`src/rtl/fmanan_pkg.sv`:
```
package fmanan_pkg;

    localparam int CLS_W = 2;
    localparam int POL_W = 2;
    localparam int SEL_W = 2;
    localparam int N_OPS = 3;

    localparam logic [CLS_W-1:0] CLS_QUIET = 2'b01;
    localparam logic [CLS_W-1:0] CLS_SIG   = 2'b10;

    typedef enum logic [SEL_W-1:0] {
        SEL_A    = 2'd0,
        SEL_B    = 2'd1,
        SEL_C    = 2'd2,
        SEL_DFLT = 2'd3
    } sel_e;

    typedef enum logic [POL_W-1:0] {
        POL_PLAIN   = 2'd0,
        POL_ADDEND  = 2'd1,
        POL_CONVDEP = 2'd2,
        POL_ATHENC  = 2'd3
    } pol_e;

    typedef struct packed {
        logic quiet;
        logic sig;
    } opflag_s;

    typedef struct packed {
        sel_e pick;
        logic inv;
    } verdict_s;

endpackage

```
`src/rtl/fmanan_cls_decode.sv`:
```
module fmanan_cls_decode
    import fmanan_pkg::*;
(
    input  logic [CLS_W-1:0] cls,
    output opflag_s          flags
);
    always_comb begin
        flags.quiet = (cls == CLS_QUIET);
        flags.sig   = (cls == CLS_SIG);
    end
endmodule

```
`src/rtl/fmanan_policy.sv`:
```
module fmanan_policy
    import fmanan_pkg::*;
(
    input  opflag_s          fa,
    input  opflag_s          fb,
    input  opflag_s          fc,
    input  logic             iz,
    input  logic             msb_sig,
    input  logic [POL_W-1:0] pol,
    output verdict_s         verdict
);
    logic nan_a, nan_b, nan_c;

    always_comb begin
        nan_a = fa.quiet | fa.sig;
        nan_b = fb.quiet | fb.sig;
        nan_c = fc.quiet | fc.sig;
        verdict.inv  = 1'b0;
        verdict.pick = SEL_C;
        unique case (pol_e'(pol))
            POL_ADDEND: begin
                if (iz && fc.quiet) begin
                    verdict.inv  = 1'b1;
                    verdict.pick = SEL_DFLT;
                end
                else if (fc.sig)   verdict.pick = SEL_C;
                else if (fa.sig)   verdict.pick = SEL_A;
                else if (fb.sig)   verdict.pick = SEL_B;
                else if (fc.quiet) verdict.pick = SEL_C;
                else if (fa.quiet) verdict.pick = SEL_A;
                else               verdict.pick = SEL_B;
            end
            POL_CONVDEP: begin
                if (msb_sig) begin
                    if (iz) begin
                        verdict.inv  = 1'b1;
                        verdict.pick = SEL_DFLT;
                    end
                    else if (fa.sig)   verdict.pick = SEL_A;
                    else if (fb.sig)   verdict.pick = SEL_B;
                    else if (fc.sig)   verdict.pick = SEL_C;
                    else if (fa.quiet) verdict.pick = SEL_A;
                    else if (fb.quiet) verdict.pick = SEL_B;
                    else               verdict.pick = SEL_C;
                end
                else begin
                    if (iz) begin
                        verdict.inv  = 1'b1;
                        verdict.pick = SEL_C;
                    end
                    else if (fc.sig)   verdict.pick = SEL_C;
                    else if (fa.sig)   verdict.pick = SEL_A;
                    else if (fb.sig)   verdict.pick = SEL_B;
                    else if (fc.quiet) verdict.pick = SEL_C;
                    else if (fa.quiet) verdict.pick = SEL_A;
                    else               verdict.pick = SEL_B;
                end
            end
            POL_ATHENC: begin
                if (iz) begin
                    verdict.inv  = 1'b1;
                    verdict.pick = SEL_C;
                end
                else if (nan_a) verdict.pick = SEL_A;
                else if (nan_c) verdict.pick = SEL_C;
                else            verdict.pick = SEL_B;
            end
            default: begin
                if (nan_a)      verdict.pick = SEL_A;
                else if (nan_b) verdict.pick = SEL_B;
                else            verdict.pick = SEL_C;
            end
        endcase
    end
endmodule

```
`src/rtl/fmanan_select.sv`:
```
module fmanan_select
    import fmanan_pkg::*;
(
    input  logic             clk,
    input  logic             rst_n,
    input  logic [1:0]       cls_a,
    input  logic [1:0]       cls_b,
    input  logic [1:0]       cls_c,
    input  logic             inf_times_zero,
    input  logic             sig_msb_set,
    input  logic [1:0]       policy,
    output logic [1:0]       pick,
    output logic             raise_invalid
);
    logic [N_OPS-1:0][CLS_W-1:0] cls_vec;
    opflag_s [N_OPS-1:0]         flg;
    verdict_s                    out_d, out_q;

    assign cls_vec = {cls_c, cls_b, cls_a};

    for (genvar gi = 0; gi < N_OPS; gi++) begin : g_dec
        fmanan_cls_decode u_dec (
            .cls   (cls_vec[gi]),
            .flags (flg[gi])
        );
    end

    fmanan_policy u_pol (
        .fa      (flg[0]),
        .fb      (flg[1]),
        .fc      (flg[2]),
        .iz      (inf_times_zero),
        .msb_sig (sig_msb_set),
        .pol     (policy),
        .verdict (out_d)
    );

    always_ff @(posedge clk) begin
        if (!rst_n) out_q <= '{pick: SEL_A, inv: 1'b0};
        else        out_q <= out_d;
    end

    assign pick          = out_q.pick;
    assign raise_invalid = out_q.inv;

    // Invalid is only ever the infinity-times-zero case
    assert_inv_needs_iz_R11: assert property (@(posedge clk) disable iff (!rst_n)
        raise_invalid |-> $past(inf_times_zero));

    // The default NaN always comes with invalid
    assert_dflt_with_inv_R5: assert property (@(posedge clk) disable iff (!rst_n)
        (pick == 2'd3) |-> (raise_invalid && ($past(policy) == 2'd1 || $past(policy) == 2'd2)));

    assert_plain_noinv_R10: assert property (@(posedge clk) disable iff (!rst_n)
        ($past(rst_n) && $past(policy) == 2'd0) |-> !raise_invalid);

    assert_athenc_a_R9: assert property (@(posedge clk) disable iff (!rst_n)
        ($past(rst_n) && $past(policy) == 2'd3 && !$past(inf_times_zero)
         && ($past(cls_a) == 2'b01 || $past(cls_a) == 2'b10)) |-> (pick == 2'd0));

    assert_addend_sigc_R4: assert property (@(posedge clk) disable iff (!rst_n)
        ($past(rst_n) && $past(policy) == 2'd1 && $past(cls_c) == 2'b10) |-> (pick == 2'd2 && !raise_invalid));

    assert_resv_not_nan_R12: assert property (@(posedge clk) disable iff (!rst_n)
        ($past(rst_n) && $past(policy) == 2'd0 && $past(cls_a) == 2'b11) |-> (pick != 2'd0));

endmodule

```
`config.mk`:
```
export PLATFORM = sky130hd
export DESIGN_NAME = fmanan_select
export DESIGN_NICKNAME = d
export VERILOG_FILES = /design/src/rtl/fmanan_pkg.sv /design/src/rtl/fmanan_cls_decode.sv /design/src/rtl/fmanan_policy.sv /design/src/rtl/fmanan_select.sv
export SDC_FILE = /design/constraint.sdc
export NUM_CORES = 1
export LEC_CHECK = 0
export ABC_AREA = 0
export BUFFER_PORTS_ARGS = -buffer_cell sky130_fd_sc_hd__buf_2
export CAP_MARGIN = 5
export CORE_AREA = 2 2 39 41
export DETAILED_ROUTE_END_ITERATION = 8
export DIE_AREA = 0 0 41 43
export PLACE_DENSITY = 0.49
export SLEW_MARGIN = 40
export SYNTH_ARGS = -nofsm -noshare
export SYNTH_HDL_FRONTEND = slang
export SYNTH_HIERARCHICAL = 1
export SYNTH_SLANG_ARGS = --single-unit
```
`constraint.sdc`:
```
create_clock -name clk -period 1.7 [get_ports clk]
set_input_delay 0.17 -clock clk [delete_from_list [all_inputs] [get_ports clk]]
set_output_delay 0.17 -clock clk [all_outputs]
set_load 0.05 [all_outputs]
```
==> results of run 1 <==
## cell families (layout without fill, tap and decap cells)
family / Yosys count / after routing / synth area share [%]
DFF: 3 / 3 / 17.58
AOI/OAI and AO/OA: 12 / 12 / 24.55
and+or+nand+nor: 28 / 28 / 53.49
buffers and inverters: 2 / 22 / 4.394
## cells in the final DEF (no fill, tap or decap)
cell type | Yosys | routed
a21o_1 | 1 | 1
a21oi_1 | 2 | 2
a221o_1 | 1 | 1
a221oi_1 | 1 | 1
a31oi_1 | 1 | 1
and2_1 | 3 | 3
and2b_2 | 3 | 3
buf_2 | 0 | 14
buf_4 | 0 | 3
clkbuf_1 | 0 | 1
clkbuf_4 | 0 | 3
dfxtp_1 | 3 | 3
inv_1 | 1 | 1
nand2_1 | 2 | 2
nand2b_1 | 1 | 1
nand3b_1 | 1 | 1
nor2_1 | 5 | 5
nor2b_1 | 7 | 7
nor4_1 | 1 | 1
nor4b_1 | 3 | 3
nor4b_2 | 1 | 1
o211ai_1 | 1 | 1
o21ai_0 | 2 | 2
o21bai_1 | 1 | 1
o31ai_1 | 1 | 1
o32ai_1 | 1 | 1
or2_2 | 1 | 1
## sequential cells by signal, indices dropped and copies added, names as in the netlist
signal	flops
pick	2
raise_invalid	1
## per-layer routing
metal	part of all wire, %	track usage (%)	up-vias
li1	-	-	207
met5	0	0	-
met3	6.5	0	0
met2	49	15.00	15
met1	44	13.61	170
met4	0	8.000	0
## power groups by stage
stage                     logic [mW]  registers [mW]  clock network [mW]
after floorplan               0.0519          0.0957                   0
after global placement         0.105          0.0777                   0
after detailed placement       0.105          0.0776                   0
after CTS                      0.105          0.0766               0.128
after global routing           0.115          0.0774               0.133
final                          0.105          0.0765               0.121
## worst max-delay path by stage
stage                        start  endpoint  slack [ns]
after floorplan           cls_a[0]   pick[0]        0.33
after global placement    cls_a[1]   pick[0]        0.08
after detailed placement  cls_b[1]   pick[0]        0.11
after CTS                 cls_b[1]   pick[0]        0.35
after global routing      cls_b[1]   pick[0]        0.27
final                     cls_a[1]   pick[0]        0.35
## cell type report
cell class / count / area, um2 / area share (%)
sequential: 3 / 60.06 / 12.80
timing repair buffer: 17 / 92.59 / 19.73
inverter: 1 / 3.754 / 0.8000
tap: 16 / 20.02 / 4.267
multi-input combinational: 40 / 266.5 / 56.80
clock buffer: 4 / 26.28 / 5.600
## critical path, stage by stage
cell and delay (ns):
buf_2 0.10, nor2b_1 0.23, nor2_1 0.07, o21ai_0 0.29, o211ai_1 0.14, a221o_1 0.34
and2_1 0.13
## through the flow
step / cells / setup WS [ns] / cell area, um2 / power, mW
after CTS: 81 / 0.3465 / 469.2 / 0.3100
after global routing: 81 / 0.2674 / 469.2 / 0.3261
after floorplan: 45 / 0.3303 / 341.6 / 0.1476
after detailed placement: 77 / 0.1051 / 442.9 / 0.1826
final: 81 / 0.3520 / 469.2 / 0.3031
after global placement: 77 / 0.08333 / 442.9 / 0.1831
==> results.json, run 1 <==
{
  "outcome": "completed",
  "die_area_um2": 1763,
  "p_seq_share_pct": 25.2,
  "vdd_drop_max_v": 0.0001440,
  "hold_end": "raise_invalid",
  "wire_per_inst_um": 9.852,
  "cts_tree": "built",
  "rsz0062_at_grt": "false",
  "yosys_register_bits": 3,
  "diodes": 0,
  "cts.clk_slew.worst_paths_ns": 0.04,
  "start_util_pct": 24.68,
  "synth_cell_type_count": 24,
  "antenna_found_initial": 0,
  "cts_setup_buffers": 0,
  "synth-async-reset-ratio_pct": 0,
  "cellPowerDensity_nw_per_um2": 645.9,
  "die_y_um": 43,
  "end_kind": "flip-flop",
  "first_pass_iters": 4,
  "core-area_um2": 1384,
  "gp_congestion": 0.8038,
  "numCtsBuffers": 3,
  "power.share.clock_pct": 40.1,
  "post_synth_most_frequent_cells": "nor2b_1 (7), nor2_1 (5)",
  "ys_seq_area_share_pct": 17.58,
  "drt_iter0_drc": 9,
  "pwr-share-comb_pct": 34.7,
  "yosysMostFrequentCell": "nor2b_1",
  "hold_slack_ns": 0.1675,
  "intPower_uw": 209.7,
  "hold_start": "rst_n",
  "synth_edf_count": 0,
  "synth_ff_type": "dfxtp_1",
  "drv_cap": 0,
  "grt_max_degree": 9,
  "cts_max_level": 1,
  "critPathMaxFanout": 4,
  "port_buffers": 14,
  "switching_share_pct": 30.82,
  "leakagePower_nw": 0.2101,
  "cts_resized": 0,
  "post-route-period-util_pct": 79.30,
  "dp_hpwl_um": 648.5,
  "ys.warnings.count": 6,
  "vias": 392,
  "fmax_mhz": 741.8,
  "yosys.area.top_type": "dfxtp_1",
  "grt_pass1_vias": 320,
  "crit_arrival_ns": 1.46,
  "synth_area_leaders": "dfxtp_1 (18%), nor2b_1 (13%), and2b_2 (7.7%)",
  "syn_inst": 45,
  "via_per_inst": 4.840,
  "fin_util_pct": 33.91,
  "finalMaxSlewViolations": 0,
  "worst_pin_slew_ns": 0.3258,
  "criticalPathCategory": "input port to flip-flop",
  "die_w_um": 41,
  "cts_buffer_depth": 2,
  "power_switching_uw": 93.40,
  "rows": 14,
  "drive_above_1_share_pct": 38.46,
  "fin_tns_setup_ns": 0,
  "synth.top_cell.area_share_pct": 17.58,
  "ant_nets": 0,
  "final_nets": 78,
  "syn_nets": 57,
  "wirelength_um": 798,
  "nFillCells": 159,
  "drc": 0,
  "grt_first_pass_wirelength_um": 1242,
  "slew_headroom_pct": 77.98,
  "cts_sinks": 3,
  "syn_avg_cell_area_um2": 7.591,
  "required_ns": 1.82,
  "grtUsageTotal_pct": 10.29,
  "syn-cell-area_um2": 341.6,
  "clockRootBuffer": "clkbuf_4",
  "top_level_ports": 15,
  "start_kind": "input port",
  "global_route.overflow_total": 0,
  "report.final.hold_viol_count": 0,
  "cts_hold_buf": 0,
  "finalSetupViolCount": 0,
  "syn_to_final_growth_pct": 37.36,
  "min_path_type": "input port to flip-flop",
  "hold_path_depth": 2,
  "min_period_ns": 1.348
}
Power figures use the tool's default switching activity.
==> run 2, diff against run 1 <==
- clock period: 1.7 -> 1.3 ns (I/O delays scaled with it)
==> run 2 against run 1 <==
Cell area is 13% higher. Cell count rose by 7.4%. Flip-flop and latch count is the same. Setup slack got worse by 0.25 ns. First-iteration DRC count is 100% lower. Clock-buffer cell count did not move. Non-clock buffer count up 6. Worst hold slack lost 0.039 ns. Clock power increased by 36%. Total power is 38% higher. Critical path depth unchanged. Largest cell class unchanged. Global-route usage up 0.20 points.
==> results.json, run 2 (synthesized netlist as in run 1, its figures left out) <==
{
  "syn_to_final_growth_pct": 55.68,
  "ant_nets": 0,
  "die_area_um2": 1763,
  "cp_num_buf_inv": 1,
  "critPathMaxFanout": 3,
  "dp_hpwl_um": 708.6,
  "intPower_uw": 288.4,
  "cellPowerDensity_nw_per_um2": 788.3,
  "required_ns": 1.43,
  "rows": 14,
  "finalMaxSlewViolations": 0,
  "crit_arrival_ns": 1.33,
  "antenna_found_initial": 0,
  "grtUsageTotal_pct": 10.49,
  "crit_cells": 7,
  "finalWorstSetupSlack_ns": 0.09702,
  "die_w_um": 41,
  "end_kind": "flip-flop",
  "gp_congestion": 0.7938,
  "port_buffers": 14,
  "final_cell_mix": "buf_2 (14), buf_4 (9), nor2b_1 (5), nor2_1 (5)",
  "pwr-share-comb_pct": 37.1,
  "worst_path_most_repeated_cell": "nor4b_2",
  "die_y_um": 43,
  "min_period_ns": 1.203,
  "wirelength_um": 852,
  "drt_iter0_drc": 0,
  "worst_pin_slew_ns": 0.3539,
  "cts_max_level": 1,
  "post-route-period-util_pct": 92.54,
  "dp.cells": 83,
  "min_path_type": "input port to flip-flop",
  "start_util_pct": 24.68,
  "global_route.overflow_total": 0,
  "top_level_ports": 15,
  "cts_buffer_depth": 2,
  "fin_cells": 87,
  "leakagePower_nw": 0.2466,
  "outcome": "completed",
  "start_kind": "input port",
  "cts.clk_slew.worst_paths_ns": 0.04,
  "cts_hold_buf": 0,
  "fin_tns_setup_ns": 0,
  "final_nets": 84,
  "vias": 410,
  "cts_tree": "built",
  "clockRootBuffer": "clkbuf_4",
  "critPathTopFamily": "simple AND/OR/NAND/NOR gates",
  "rsz0062_at_grt": "false",
  "cp_slowest_cell": "nor4b_2",
  "largest_register_ffs": 2,
  "criticalPathCategory": "input port to flip-flop",
  "power_switching_uw": 130.8,
  "core-area_um2": 1384,
  "hold_slack_ns": 0.1289,
  "via_per_inst": 4.713,
  "grt_max_degree": 9,
  "hold_path_depth": 2,
  "path_cells": "buf_2, and2b_2, nor2b_1, nor4b_2, nor4b_2, a221o_1, and2_1",
  "drive_above_1_share_pct": 49.30,
  "p_seq_share_pct": 23.9,
  "drv_cap": 0,
  "switching_share_pct": 31.20,
  "fmax_mhz": 831.3,
  "vdd_drop_max_v": 0.0002164,
  "finalSetupViolCount": 0,
  "max_stage_delay_ns": 0.28,
  "cts_sinks": 3,
  "drc": 0,
  "grt_first_pass_wirelength_um": 1311,
  "wire_per_inst_um": 9.793,
  "mostFrequentLayoutCell": "buf_2",
  "grt_pass1_vias": 340,
  "report.final.hold_viol_count": 0,
  "slew_headroom_pct": 76.19,
  "first_pass_iters": 1,
  "numCtsBuffers": 3,
  "diodes": 0,
  "fin_util_pct": 38.43,
  "power.share.clock_pct": 39.0,
  "pre_cts_ws_ns": -0.1843
}
[run 2: repair_timing]
| item | in CTS | in global routing |
|---|---|---|
| endpoints found under the setup margin | 0 | 1 |
| gates resized for setup | 0 | 3 |
| setup buffers | 0 | 0 |
[run 2: worst paths after layout]
| kind | from | end | slack (ns) |
|---|---|---|---|
| setup / recovery | cls_b[1] | pick[0] | 0.1 |
| hold / removal | rst_n | raise_invalid | 0.13 |
[run 2: power by group through the flow]
stage	sequential, mW	combinational (mW)	clock [mW]
after floorplan	0.125	0.0689	0
after global placement	0.102	0.152	0
after detailed placement	0.102	0.153	0
after CTS	0.100	0.153	0.170
after global routing	0.101	0.171	0.179
final	0.100	0.156	0.164
[run 2: layer usage]
layer / GRT usage [%] / share of wire (%) / vias up
met5: 0 / 0 / -
met3: 1.571 / 5.9 / 0
met1: 13.61 / 46 / 177
met2: 16.25 / 48 / 14
li1: - / - / 219
met4: 4.667 / 0 / 0
[run 2: per-stage QoR]
stage          total power [mW]  cell area [um2]
3_3_place_gp             0.2536            493.0
5_1_grt                  0.4506            531.8
4_1_cts                  0.4233            519.2
2_1_floorplan            0.1940            346.6
3_5_place_dp             0.2541            493.0
6_report                 0.4192            531.8
[run 2: area by class of cell]
class | instances | area [um2]
Inverter | 1 | 3.754
Timing Repair Buffer | 23 | 137.6
Clock buffer | 4 | 26.28
Fill cell | 152 | 852.1
Tap cell | 16 | 20.02
Sequential cell | 3 | 60.06
Multi-Input combinational cell | 40 | 284.0
==> run 3, diff against run 2 <==
- PLACE_DENSITY: 0.49 -> 0.5
- clock period: 1.3 -> 1 ns (I/O delays scaled with it)
==> run 3 against run 2 <==
The run now ends with setup timing left. Cell count is 4.6% higher. Clock power grew 28%. Worst hold slack lost 0.034 ns. Global-route usage is 2.6 points higher. Critical path depth is the same. Flip-flop and latch count is the same. Setup slack worse by 0.28 ns. Via count up 8.5%. Largest power group is now combinational cells. Highest routed layer is now met4.
==> results.json, run 3 (synthesized netlist as in run 1, its figures left out) <==
{
  "hold_path_depth": 2,
  "violations": "setup timing",
  "cts_sinks": 3,
  "drt_iter0_drc": 13,
  "cts_buffer_depth": 2,
  "vdd_drop_max_v": 0.0002966,
  "rows": 14,
  "final_cell_mix": "buf_2 (12), buf_4 (11), nor2b_1 (4), buf_6 (4)",
  "vias": 445,
  "grtUsageTotal_pct": 13.10,
  "cts_tree": "built",
  "fin_cells": 91,
  "drc": 0,
  "cellPowerDensity_nw_per_um2": 944.2,
  "die_area_um2": 1763,
  "drv_cap": 0,
  "dp.cells": 86,
  "criticalPathCategory": "input port to flip-flop",
  "gp_congestion": 0.7446,
  "final_nets": 88,
  "outcome": "complete, but fails checks",
  "cts_hold_buf": 0,
  "min_path_type": "input port to flip-flop",
  "die_w_um": 41,
  "start_util_pct": 24.68,
  "hold_slack_ns": 0.09496,
  "finalSetupViolCount": 2,
  "drive_above_1_share_pct": 57.33,
  "via_per_inst": 4.890,
  "critPathMaxFanout": 5,
  "mostFrequentLayoutCell": "buf_2",
  "min_period_ns": 1.187,
  "finalMaxSlewViolations": 0,
  "use_met3_pct": 2.094,
  "hold_start": "rst_n",
  "core-area_um2": 1384,
  "slew_headroom_pct": 80.21,
  "hold_end": "raise_invalid",
  "port_buffers": 14,
  "global_route.overflow_total": 0,
  "grt-busiest-layer": "met2",
  "numCtsBuffers": 3,
  "start_kind": "input port",
  "finalWorstSetupSlack_ns": -0.1867,
  "grt_util_met1_pct": 12.06,
  "die_y_um": 43,
  "wire_per_inst_um": 10.78,
  "required_ns": 1.12,
  "first_pass_iters": 4,
  "seqCellArea_um2": 60.06,
  "grt_use_met2_pct": 23.75,
  "end_kind": "flip-flop",
  "grt_pass1_vias": 427,
  "clockRootBuffer": "clkbuf_4",
  "largest_register_ffs": 2,
  "nFillCells": 160,
  "post-route-period-util_pct": 118.7,
  "worst_pin_slew_ns": 0.2942,
  "grt_max_degree": 9,
  "cts.clk_slew.worst_paths_ns": 0.04,
  "rsz0062_at_grt": "true",
  "antenna_found_initial": 0,
  "dp_hpwl_um": 758.1,
  "wirelength_um": 981,
  "report.final.hold_viol_count": 0,
  "leakagePower_nw": 0.2876,
  "diodes": 0,
  "ant_nets": 0,
  "multi_input_area_um2": 325.3,
  "fmax_mhz": 842.7,
  "cts_max_level": 1,
  "crit_arrival_ns": 1.31,
  "grt_first_pass_wirelength_um": 1580,
  "syn_to_final_growth_pct": 82.42,
  "top_level_ports": 15,
  "finalPower_uw": 588.3
}
==> run 3: cell types whose count changed in the layout (fill, tap and decap cells not counted), sizes merged <==
cell  previous run  this run
buf             23        27
==> run 3: metrics by stage <==
stage | area (um2) | setup TNS [ns] | setup slack (ns) | util, %
final | 623.1 | -0.3008 | -0.1867 | 45.03
after global routing | 623.1 | -0.4287 | -0.2278 | 45.03
after CTS | 589.3 | -0.2977 | -0.1720 | 42.59
after detailed placement | 520.5 | -0.8572 | -0.4550 | 37.61
after global placement | 520.5 | -0.8332 | -0.4107 | 37.61
after floorplan | 351.6 | -0.3757 | -0.2940 | -
==> run 3: worst max-delay path, stage by stage <==
cell	delay, ns
buf_6	0.09
and2b_4	0.29
nor2b_4	0.06
nor4b_4	0.27
nor4b_2	0.07
a221o_1	0.28
and2_1	0.15
==> run 3: worst max path at each step <==
stage	start	to	slack [ns]	cells past startpoint
after floorplan	cls_a[0]	pick[0]	-0.29	7
after global placement	cls_b[1]	pick[0]	-0.41	7
after detailed placement	cls_b[0]	pick[0]	-0.46	7
after CTS	cls_b[0]	pick[0]	-0.17	7
after global routing	cls_a[0]	pick[0]	-0.23	8
final	cls_a[0]	pick[0]	-0.19	7
==> run 3: cell type report <==
class	count	area share (%)
well taps	16	3.213
flip-flops and latches	3	9.639
multi-input cells	40	52.21
repair buffers	27	30.12
inverters	1	0.6024
clock buffers	4	4.217
==> run 3: timing repair <==
action	4_1_cts	5_1_grt
cloned	0	0
resized for setup	6	11
setup buffers	1	0
pin swaps	4	8
endpoints found under the setup margin	2	2
==> run 3: where the power goes <==
group          switching (mW)  leakage (nW)  internal [mW]
Combinational           0.122         0.248          0.126
Clock                  0.0610        0.0150          0.149
Sequential            0.00134        0.0248          0.129
Total                   0.184         0.288          0.404
==> run 3: metal layers <==
layer  part of all wire (%)  vias to the layer above
li1                       -                      227
met1                     36                      196
met2                     54                       18
met3                    7.6                        4
met4                    2.1                        0
met5                      0                        -
